[src/rtl/muldiv_hilo.sv]
module muldiv_hilo #(
  parameter int W = 32
) (
  input  logic         clk,
  input  logic         rst_n,
  input  logic         op_valid,
  input  logic [1:0]   op_kind,
  input  logic [W-1:0] op_a,
  input  logic [W-1:0] op_b,
  output logic         busy,
  input  logic         mf_req,
  input  logic         mf_sel,
  output logic [W-1:0] mf_data,
  output logic         stall,
  input  logic         mt_req,
  input  logic         mt_sel,
  input  logic [W-1:0] mt_data
);
  localparam int CW = $clog2(W);

  logic [W-1:0]  hi_q, lo_q, mag_q, wlo_q, dvd_q;
  logic [W:0]    whi_q;
  logic [CW-1:0] cnt_q;
  logic          busy_q, div_q, negq_q, negr_q, dz_q;

  wire start = op_valid & ~busy_q & ~mt_req;
  wire sgn   = ~op_kind[0];
  wire a_neg = sgn & op_a[W-1];
  wire b_neg = sgn & op_b[W-1];
  wire [W-1:0] a_mag = a_neg ? -op_a : op_a;
  wire [W-1:0] b_mag = b_neg ? -op_b : op_b;
  wire last = busy_q && (cnt_q == CW'(W-1));

  logic [W:0]     msum, trial, nhi;
  logic [W-1:0]   nlo;
  logic           ge;
  logic [2*W-1:0] prod, prod_s;
  logic [W-1:0]   quo, rem, res_hi, res_lo;

  always_comb begin
    msum  = whi_q + (wlo_q[0] ? {1'b0, mag_q} : '0);
    trial = {whi_q[W-1:0], wlo_q[W-1]};
    ge    = trial >= {1'b0, mag_q};
    if (div_q) begin
      nhi = ge ? trial - {1'b0, mag_q} : trial;
      nlo = {wlo_q[W-2:0], ge};
    end else begin
      nhi = {1'b0, msum[W:1]};
      nlo = {msum[0], wlo_q[W-1:1]};
    end
    prod   = {nhi[W-1:0], nlo};
    prod_s = negq_q ? -prod : prod;
    quo    = negq_q ? -nlo : nlo;
    rem    = negr_q ? -nhi[W-1:0] : nhi[W-1:0];
    if (div_q) begin
      res_hi = dz_q ? dvd_q : rem;
      res_lo = dz_q ? '1 : quo;
    end else begin
      res_hi = prod_s[2*W-1:W];
      res_lo = prod_s[W-1:0];
    end
  end

  always_ff @(posedge clk or negedge rst_n) begin
    if (!rst_n) begin
      hi_q <= '0; lo_q <= '0; mag_q <= '0; wlo_q <= '0; dvd_q <= '0;
      whi_q <= '0; cnt_q <= '0; busy_q <= 1'b0; div_q <= 1'b0;
      negq_q <= 1'b0; negr_q <= 1'b0; dz_q <= 1'b0;
    end else if (mt_req) begin
      busy_q <= 1'b0;
      if (mt_sel) hi_q <= mt_data;
      else        lo_q <= mt_data;
    end else if (start) begin
      busy_q <= 1'b1;
      cnt_q  <= '0;
      div_q  <= op_kind[1];
      negq_q <= a_neg ^ b_neg;
      negr_q <= a_neg;
      dz_q   <= op_kind[1] && (op_b == '0);
      dvd_q  <= op_a;
      whi_q  <= '0;
      wlo_q  <= op_kind[1] ? a_mag : b_mag;
      mag_q  <= op_kind[1] ? b_mag : a_mag;
    end else if (busy_q) begin
      whi_q <= nhi;
      wlo_q <= nlo;
      cnt_q <= cnt_q + 1'b1;
      if (last) begin
        busy_q <= 1'b0;
        hi_q   <= res_hi;
        lo_q   <= res_lo;
      end
    end
  end

  assign busy    = busy_q;
  assign stall   = mf_req & busy_q;
  assign mf_data = mf_sel ? hi_q : lo_q;

  p_start_cause_r7: assert property (@(posedge clk) disable iff (!rst_n)
    $rose(busy_q) |-> $past(op_valid) && !$past(mt_req));

  p_run_hold_r11: assert property (@(posedge clk) disable iff (!rst_n)
    busy_q && !mt_req && !last |=> busy_q && $stable(hi_q) && $stable(lo_q));

  p_busy_ignore_r8: assert property (@(posedge clk) disable iff (!rst_n)
    busy_q && !mt_req |=> $stable(mag_q) && $stable(dvd_q) && $stable(div_q));

  p_mt_hi_r10: assert property (@(posedge clk) disable iff (!rst_n)
    mt_req && mt_sel |=> !busy_q && hi_q == $past(mt_data) && $stable(lo_q));

  p_mt_lo_r10: assert property (@(posedge clk) disable iff (!rst_n)
    mt_req && !mt_sel |=> !busy_q && lo_q == $past(mt_data) && $stable(hi_q));

  p_divzero_r6: assert property (@(posedge clk) disable iff (!rst_n)
    last && !mt_req && div_q && dz_q |=> lo_q == {W{1'b1}} && hi_q == $past(dvd_q));

  p_stall_busy_r9: assert property (@(posedge clk) disable iff (!rst_n)
    stall |-> busy && mf_req);
endmodule

[config.mk]
export PLATFORM = sky130hd
export DESIGN_NAME = muldiv_hilo
export DESIGN_NICKNAME = d
export VERILOG_FILES = /design/src/rtl/muldiv_hilo.sv
export SDC_FILE = /design/constraint.sdc
export NUM_CORES = 1
export LEC_CHECK = 0
export BUFFER_PORTS_ARGS = -buffer_cell sky130_fd_sc_hd__buf_2
export CELL_PAD_IN_SITES_DETAIL_PLACEMENT = 0
export CELL_PAD_IN_SITES_GLOBAL_PLACEMENT = 2
export CORE_MARGIN = 4
export CORE_UTILIZATION = 33
export DETAILED_ROUTE_END_ITERATION = 12
export GPL_TIMING_DRIVEN = 0
export PLACE_DENSITY_LB_ADDON = 0.1
export SYNTH_ARGS = -nofsm -noshare
export SYNTH_HDL_FRONTEND = slang
export SYNTH_SLANG_ARGS = --single-unit
[constraint.sdc]
create_clock -name clk -period 6.2 [get_ports clk]
set_clock_uncertainty 0.1 [all_clocks]
set_input_delay 1.24 -clock clk [delete_from_list [all_inputs] [get_ports clk]]
set_output_delay 1.24 -clock clk [all_outputs]
set_load 0.005 [all_outputs]
==> qor.csv, run 1 <==
stage,metric,value,unit
critical_path,start_kind,flop,
route,vias_per_cell,6.03,
cells_and_area,multi_input_area,0.0129,mm^2
critical_path,r2r-end,hi_q[20],
logic_synthesis,synth_top_flop_cell,dfrtp_1,
logic_synthesis,synth_fp_nets,2658,
logic_synthesis,synth_most_common_cell,nand2_1,
logic_synthesis,ys_warn_count,0,
logic_synthesis,ys_async_sr_fraction,1.00,
route,drtIter0Drc,2051,
route,postRouteAntennaNets,0,
critical_path,startpoint,div_q,
cells_and_area,n_fill_cell,6136,
status,outcome,finished clean,
logic_synthesis,synth_area_leader_cell,dfrtp_1,
cells_and_area,design_area,0.0215,mm^2
global_routing,grt_usage,0.323,
logic_synthesis,syn_area_per_cell,7.58,um^2
critical_path,crit_path_max_fanout,19,
critical_path,crit_family,simple AND/OR/NAND/NOR gates,
global_routing,antenna_found_initial,4,
clocking,htree_levels,1,
cells_and_area,fin_util,0.382,
clocking,cts_buffer_depth,3,
die,die_x,247,um
critical_path,max_stage_delay,0.50,ns
power_and_ir_drop,p_int,0.00441,W
power_and_ir_drop,p_leak,8.91,nW
power_and_ir_drop,pwr-share-comb,0.618,
power_and_ir_drop,powerDensity,441,mW/mm^2
clocking,clk_latency,0.57,ns
global_routing,grt_max_degree,117,
cells_and_area,regArea,0.00508,mm^2
power_and_ir_drop,p_total,0.00948,W
critical_path,worstReg2RegStart,div_q,
worst_hold_path,hp-class,reg2reg,
critical_path,r2r_slack,0.12,ns
logic_synthesis,ys_ff_latch,203,
cells_and_area,drive_gt1_frac,0.114,
logic_synthesis,ys_seq_area_frac,0.270,
power_and_ir_drop,power_switching_share,0.535,
sta,min_period,6.08,ns
power_and_ir_drop,p_seq_frac,0.215,
critical_path,worst-r2r-cell-count,18,
clocking,cts_buffers,27,
power_and_ir_drop,irDropWorstVdd,0.225,mV
route,num_vias,20600,
critical_path,worst-setup-path-type,reg2reg,
critical_path,arrival,6.44,ns
critical_path,path_cells,buf_4 > buf_4 > buf_4 > buf_6 > buf_4 > clkbuf_4 > mux2i_2 > ha_1 > o211ai_1 > or2_2 > or3_4 > or2_2 > or2_2 > or3_1 > o31ai_2 > xor2_1 > a21oi_1 > a22o_1,
sta,finalHoldViolCount,0,
placed_design,place.gp.congestion,0.999,
global_routing,overflow,0,
power_and_ir_drop,p_clk_frac,0.166,
global_routing,grt_first_pass_wirelength,143000,um
logic_synthesis,syn_area,0.0188,mm^2
logic_synthesis,synthTopCellsByArea,"dfrtp_1, nand2_1, o21ai_0",
clocking,cts_sinks,203,
critical_path,required,6.56,ns
logic_synthesis,yosys.cell_types.count,87,
global_routing,first_global_vias,19800,
clocking,cts_tree,built,
die,ioPinCount,139,
route,drc,0,
critical_path,worstSetupEndpointType,flop,
sta,worst_pin_slew,1.31,ns
power_and_ir_drop,net-switching-power,0.00507,W
critical_path,cp-endpoint,hi_q[20],
cells_and_area,nets,2825,
sta,relSlewSlack,0.100,
die,core-area,0.0564,mm^2
critical_path,crit_cells,18,
logic_synthesis,netlist_top_cells_count,"nand2_1, o21ai_0, a21oi_1",
die,start_util,0.334,
logic_synthesis,synth_edf_count,0,
route,wirelength,101000,um
flow_run,maxCapViolations,0,
clocking,root_buffer,clkbuf_16,
sta,maxSlewViolCount,0,
placed_design,port_buffers,135,
critical_path,path_buf_inv,6,
cells_and_area,area_growth,14.4,%
clocking,clk_pin_slew,0.06,ns
placed_design,dpl_cell_area,0.0205,mm^2
sta,fin_crit_sh,0.981,
logic_synthesis,yosys.area.top_type_share,0.270,
die,fp.dieH,247,um
route,wl_per_cell,29.6,um
die,dieArea,0.0609,mm^2
sta,finalSetupViolCount,0,
die,rows,87,
logic_synthesis,syn-instance-count,2481,
critical_path,crit_slowest_cell,dfrtp_1,
sta,fmax,164,MHz
route,drt_pass1_iterations,6,
critical_path,path_common_cell,buf_4,
placed_design,dp_hpwl,83500,um
sta,grt_setup_unrepaired,no,
-- worst min path at each step --
stage	endpoint	start	slack, ns	cells after the start
floorplan	hi_q[6]	hi_q[6]	0.33	2
global placement	lo_q[16]	lo_q[16]	0.36	2
detailed placement	lo_q[7]	lo_q[7]	0.37	2
CTS	lo_q[7]	lo_q[7]	0.38	2
global route	lo_q[13]	lo_q[13]	0.40	2
finish	lo_q[15]	lo_q[15]	0.38	2
-- through the flow --
stage	worst slack, ns	std cells	setup TNS (ns)	hold WS (ns)
6_report	0.116	3423	0	0.376
5_1_grt	0.0104	3422	0	0.397
4_1_cts	0.0263	3422	0	0.379
3_5_place_dp	-2.33	3373	-39.68	0.366
3_3_place_gp	-2.34	3372	-59.18	0.357
2_1_floorplan	0.380	2481	0	0.333
-- layout make-up --
class | count | area share
Clock inverter | 12 | 0.00622
Antenna cell | 1 | 0.000116
Tap cell | 756 | 0.0440
Multi-Input combinational cell | 2040 | 0.601
Clock buffer | 35 | 0.0337
Timing Repair Buffer | 140 | 0.0345
Sequential cell | 203 | 0.236
Inverter | 78 | 0.0136
Buffer | 158 | 0.0306
-- cells in the final DEF, fill, tap and decap left out, types with 41 or more instances in the layout --
cell	count
nand2_1	375
o21ai_0	217
a21oi_1	204
dfrtp_1	200
nor2_1	171
buf_2	147
clkbuf_1	119
xor2_1	88
xnor2_1	85
inv_1	77
ha_1	70
nor3_1	64
o211ai_1	54
and2_1	49
mux2i_1	48
mux2_2	41
-- what timing repair did --
action | CTS | global route
buffers inserted | 4 | 0
hold buffers | 0 | 0
setup endpoints to repair | 57 | 17
gates resized for setup | 23 | 15
pin swaps | 2 | 2
-- power groups by stage --
stage / registers, W / clock network [W] / logic [W]
6_report: 0.00204 / 0.00158 / 0.00586
5_1_grt: 0.00207 / 0.00164 / 0.00626
4_1_cts: 0.00203 / 0.00160 / 0.00568
3_5_place_dp: 0.00205 / 0 / 0.00561
3_3_place_gp: 0.00204 / 0 / 0.00559
2_1_floorplan: 0.00183 / 0 / 0.00364
-- tightest hold or removal path: stages, from the launching register on --
cell	delay [ns]
dfrtp_1	0.34
nand2_1	0.04
o21ai_0	0.06
-- sequential cells by signal, summed over array words and instances, names as in the netlist --
signal / cells
whi_q: 33
dvd_q: 32
hi_q: 32
lo_q: 32
mag_q: 32
wlo_q: 32
cnt_q: 5
busy: 1
div_q: 1
dz_q: 1
negq_q: 1
negr_q: 1
-- cells by family after synthesis --
group	after synthesis	share of synthesized area
and+or+nand+nor	900	0.226
adders and majority gates	72	0.0487
xor gates and xnor gates	173	0.0805
muxes	90	0.0506
buffers and inverters	238	0.0495
DFF	203	0.270
AOI/OAI and AO/OA	805	0.274
-- per-layer routing --
layer  GRT usage  vias to the layer above  share of wire
li1            -                     9382              -
met1       0.444                    10200           0.44
met2       0.512                      895           0.45
met3      0.0563                      144          0.077
met4       0.111                        2          0.041
met5           0                        -        0.00013
No activity file was read; power rests on OpenSTA's default activity.
==> inputs of run 2 (changes only) <==
--- a/config.mk
+++ b/config.mk
@@ -5,11 +5,12 @@
 export SDC_FILE = /design/constraint.sdc
 export NUM_CORES = 1
 export LEC_CHECK = 0
+export ABC_AREA = 1
 export BUFFER_PORTS_ARGS = -buffer_cell sky130_fd_sc_hd__buf_2
 export CELL_PAD_IN_SITES_DETAIL_PLACEMENT = 0
 export CELL_PAD_IN_SITES_GLOBAL_PLACEMENT = 2
 export CORE_MARGIN = 4
-export CORE_UTILIZATION = 33
+export CORE_UTILIZATION = 31
 export DETAILED_ROUTE_END_ITERATION = 12
 export GPL_TIMING_DRIVEN = 0
 export PLACE_DENSITY_LB_ADDON = 0.1
==> run 2 against run 1 <==
Global-route usage shrank 1.2 points. Area after synthesis rose by 9.2%. First-iteration DRC count grew 23%. Critical path depth up 13. Worst hold slack worse by 0.00070 ns. Clock power shrank 4%. Setup slack better by 0.49 ns. Register-to-register slack gained 0.49 ns. Critical path type unchanged. Non-clock buffer count down 30. Via count increased by 15%. Final area is 7.7% higher.
==> qor.csv, run 2 <==
stage,metric,value,unit,change
route,postRouteAntennaNets,0,,unchanged
sta,grt_setup_unrepaired,no,,
route,routed.top_layer,met5,,
die,core-area,0.0657,mm^2,+17%
clocking,clk_pin_slew,0.06,ns,about the same
worst_hold_path,min_from,cnt_q[3],,
critical_path,crit_path_max_fanout,10,,-9
die,die_x,265,um,+7.6%
worst_hold_path,holdPathEnd,cnt_q[3],,
logic_synthesis,syn-instance-count,3314,,+34%
critical_path,path_common_cell,nand2_1,,
logic_synthesis,synth_top_flop_cell,dfrtp_1,,
flow_run,maxCapViolations,0,,unchanged
cells_and_area,largest_register_ffs,33,,unchanged
route,drc,0,,unchanged
global_routing,grt_first_pass_wirelength,160000,um,+12%
critical_path,crit_slowest_cell,clkbuf_1,,
sta,fmax,179,MHz,+8.8%
critical_path,worst-setup-path-type,reg2reg,,
global_routing,grt_max_degree,113,,-3.4%
worst_hold_path,hp-class,reg2reg,,
clocking,post_cts_buffers,0,,-4
die,ioPinCount,139,,unchanged
cells_and_area,top_register,whi_q,,
global_routing,overflow,0,,unchanged
logic_synthesis,netlist_top_cells_count,"nand2_1, inv_1, nor2_1",,
clocking,cts_tree,built,,
sta,maxSlewViolCount,0,,unchanged
die,dieArea,0.0705,mm^2,+16%
logic_synthesis,ys_async_sr_fraction,1.00,,unchanged
route,wirelength,113000,um,+12%
sta,relSlewSlack,0.172,,+0.0722
cells_and_area,n_fill_cell,7387,,+20%
die,fp.dieH,265,um,+7.6%
route,vias_per_cell,5.42,,-10%
placed_design,port_buffers,136,,+0.74%
cells_and_area,antenna_cells,0,,-1
logic_synthesis,synth_most_common_cell,nand2_1,,
global_routing,antenna_found_initial,5,,+1
route,wl_per_cell,26.0,um,-12%
clocking,cts_sinks,203,,unchanged
global_routing,grt_usage,0.310,,-0.0124
sta,finalHoldViolCount,0,,unchanged
logic_synthesis,ys_seq_area_frac,0.247,,-0.0228
logic_synthesis,syn_area_per_cell,6.20,um^2,-18%
critical_path,r2r-end,hi_q[15],,
logic_synthesis,syn_area,0.0206,mm^2,+9.2%
critical_path,required,6.56,ns,about the same
die,start_util,0.313,,-0.0211
critical_path,worst-r2r-cell-count,31,,+13
logic_synthesis,ys_ff_latch,203,,unchanged
route,drt_pass1_iterations,6,,unchanged
placed_design,place.gp.congestion,1.01,,+0.58%
cells_and_area,final_common_cell,nand2_1,,
placed_design,placed_cells,4315,,+28%
logic_synthesis,synthTopCellsByArea,"dfrtp_1, nand2_1, inv_1",,
clocking,cts_resized,0,,-100%
cells_and_area,drive_gt1_frac,0.116,,+0.00239
clocking,cts_hold_buf,0,,unchanged
clocking,cts_buffer_depth,3,,unchanged
power_and_ir_drop,powerDensity,542,mW/mm^2,+23%
route,num_vias,23600,,+15%
critical_path,arrival,5.95,ns,-0.49 ns
worst_hold_path,min_path_cells,1,,-1
critical_path,r2r_slack,0.61,ns,+0.49 ns
cells_and_area,nets,3656,,+29%
cells_and_area,area_growth,12.7,%,
critical_path,start_kind,flop,,
logic_synthesis,ys_warn_count,0,,unchanged
global_routing,first_global_vias,22300,,+12%
status,outcome,finished clean,,
logic_synthesis,yosys.cell_types.count,58,,-33%
sta,holdWs,0.375,ns,-0.000697 ns
logic_synthesis,synth_fp_nets,3491,,+31%
sta,min_period,5.59,ns,-0.493 ns
critical_path,max_stage_delay,0.44,ns,-0.06 ns
cells_and_area,final_cells,4360,,+27%
sta,finalSetupViolCount,0,,unchanged
placed_design,dp_hpwl,95700,um,+15%
route,wl_met2,47900,um,+6.2%
logic_synthesis,synth_area_leader_cell,dfrtp_1,,
clocking,clk_latency,0.57,ns,about the same
critical_path,worstSetupEndpointType,flop,,
critical_path,worstReg2RegStart,wlo_q[0],,
cells_and_area,fin_util,0.352,,-0.0292
sta,worst_pin_slew,1.23,ns,-0.0837 ns
logic_synthesis,yosys.area.top_type_share,0.247,,-0.0228
route,met3WireLength,8270,um,+6.4%
clocking,htree_levels,1,,unchanged
power_and_ir_drop,irDropWorstVdd,0.215,mV,-4.5%
route,drtIter0Drc,2522,,+23%
route,drt-met1-wl,54400,um,+23%
clocking,cts_buffers,26,,-3.7%
die,rows,94,,+8.0%
cells_and_area,most-common-layout-cells,"nand2_1, inv_1, nor2_1, nand3_1, dfrtp_1",,
clocking,root_buffer,clkbuf_16,,
power_and_ir_drop,p_leak,11.7,nW,+31%
logic_synthesis,synth_edf_count,0,,unchanged
sta,fin_crit_sh,0.902,,-0.0795
[run 2: cell types whose count changed after synthesis, moves of 36 or more]
| cell | before | now |
|---|---|---|
| nand2_2 | 0 | 38 |
| xor2_1 | 88 | 52 |
| or3_1 | 39 | 0 |
| mux2i_1 | 49 | 0 |
| nand2_1 | 375 | 969 |
| and2_1 | 49 | 5 |
| nor2_1 | 172 | 310 |
| nand3_1 | 32 | 225 |
| o21ai_0 | 217 | 179 |
| xnor2_1 | 85 | 24 |
| clkbuf_1 | 117 | 75 |
| inv_1 | 77 | 449 |
[run 2: metrics by stage]
stage,power [W],instance area [um^2],setup WS [ns],setup TNS (ns)
floorplan,0.00750,20600,2.41,0
global placement,0.0108,22300,-0.0292,-1.18
detailed placement,0.0108,22400,0.769,0
CTS,0.0124,23200,0.754,0
global route,0.0134,23200,0.338,0
finish,0.0125,23200,0.609,0
[run 2: routing by layer]
layer  GRT usage  up-vias
li1            -    11100
met1       0.468    11500
met2       0.470      930
met3      0.0483      125
met4      0.0595        6
met5           0        -
[run 2: how the worst max path moves through the flow]
stage | start | endpoint | slack [ns] | cells past startpoint
final | wlo_q[0] | hi_q[15] | 0.61 | 31
after global routing | wlo_q[0] | hi_q[28] | 0.34 | 28
after CTS | wlo_q[0] | hi_q[15] | 0.75 | 31
after detailed placement | wlo_q[0] | hi_q[15] | 0.77 | 31
after global placement | rst_n | cnt_q[0] | -0.03 | 1
after floorplan | mag_q[28] | hi_q[16] | 2.41 | 29
[run 2: area by class of cell]
type | instances | area [um^2] | area share
buffer | 131 | 656 | 0.0283
clock buffer | 34 | 732 | 0.0316
clock inverter | 11 | 86.3 | 0.00373
inverter | 473 | 1780 | 0.0766
multi-input combinational | 2507 | 13000 | 0.563
sequential | 203 | 5080 | 0.219
tap | 864 | 1080 | 0.0467
timing repair buffer | 137 | 718 | 0.0310
[run 2: cells by family after synthesis]
logic type / count (synthesis) / share of synthesized area
compound gates: 584 / 0.167
xor+xnor: 76 / 0.0324
fa+ha+maj: 72 / 0.0446
buf+inv: 604 / 0.118
flops: 203 / 0.247
mux: 29 / 0.0159
simple gates: 1746 / 0.374
[run 2: power breakdown]
part           total, W  internal [W]  switching [W]
Sequential      0.00220       0.00168       0.000517
Clock           0.00151      0.000867       0.000647
Combinational   0.00884       0.00249        0.00635
[run 2: critical path: cells and delay by family (launching register included)]
family / cells / cell delay [ns]
fa+ha+maj: 2 / 0.69
simple gates: 20 / 2.16
compound gates: 2 / 0.71
flops: 1 / 0.32
buf+inv: 7 / 1.50
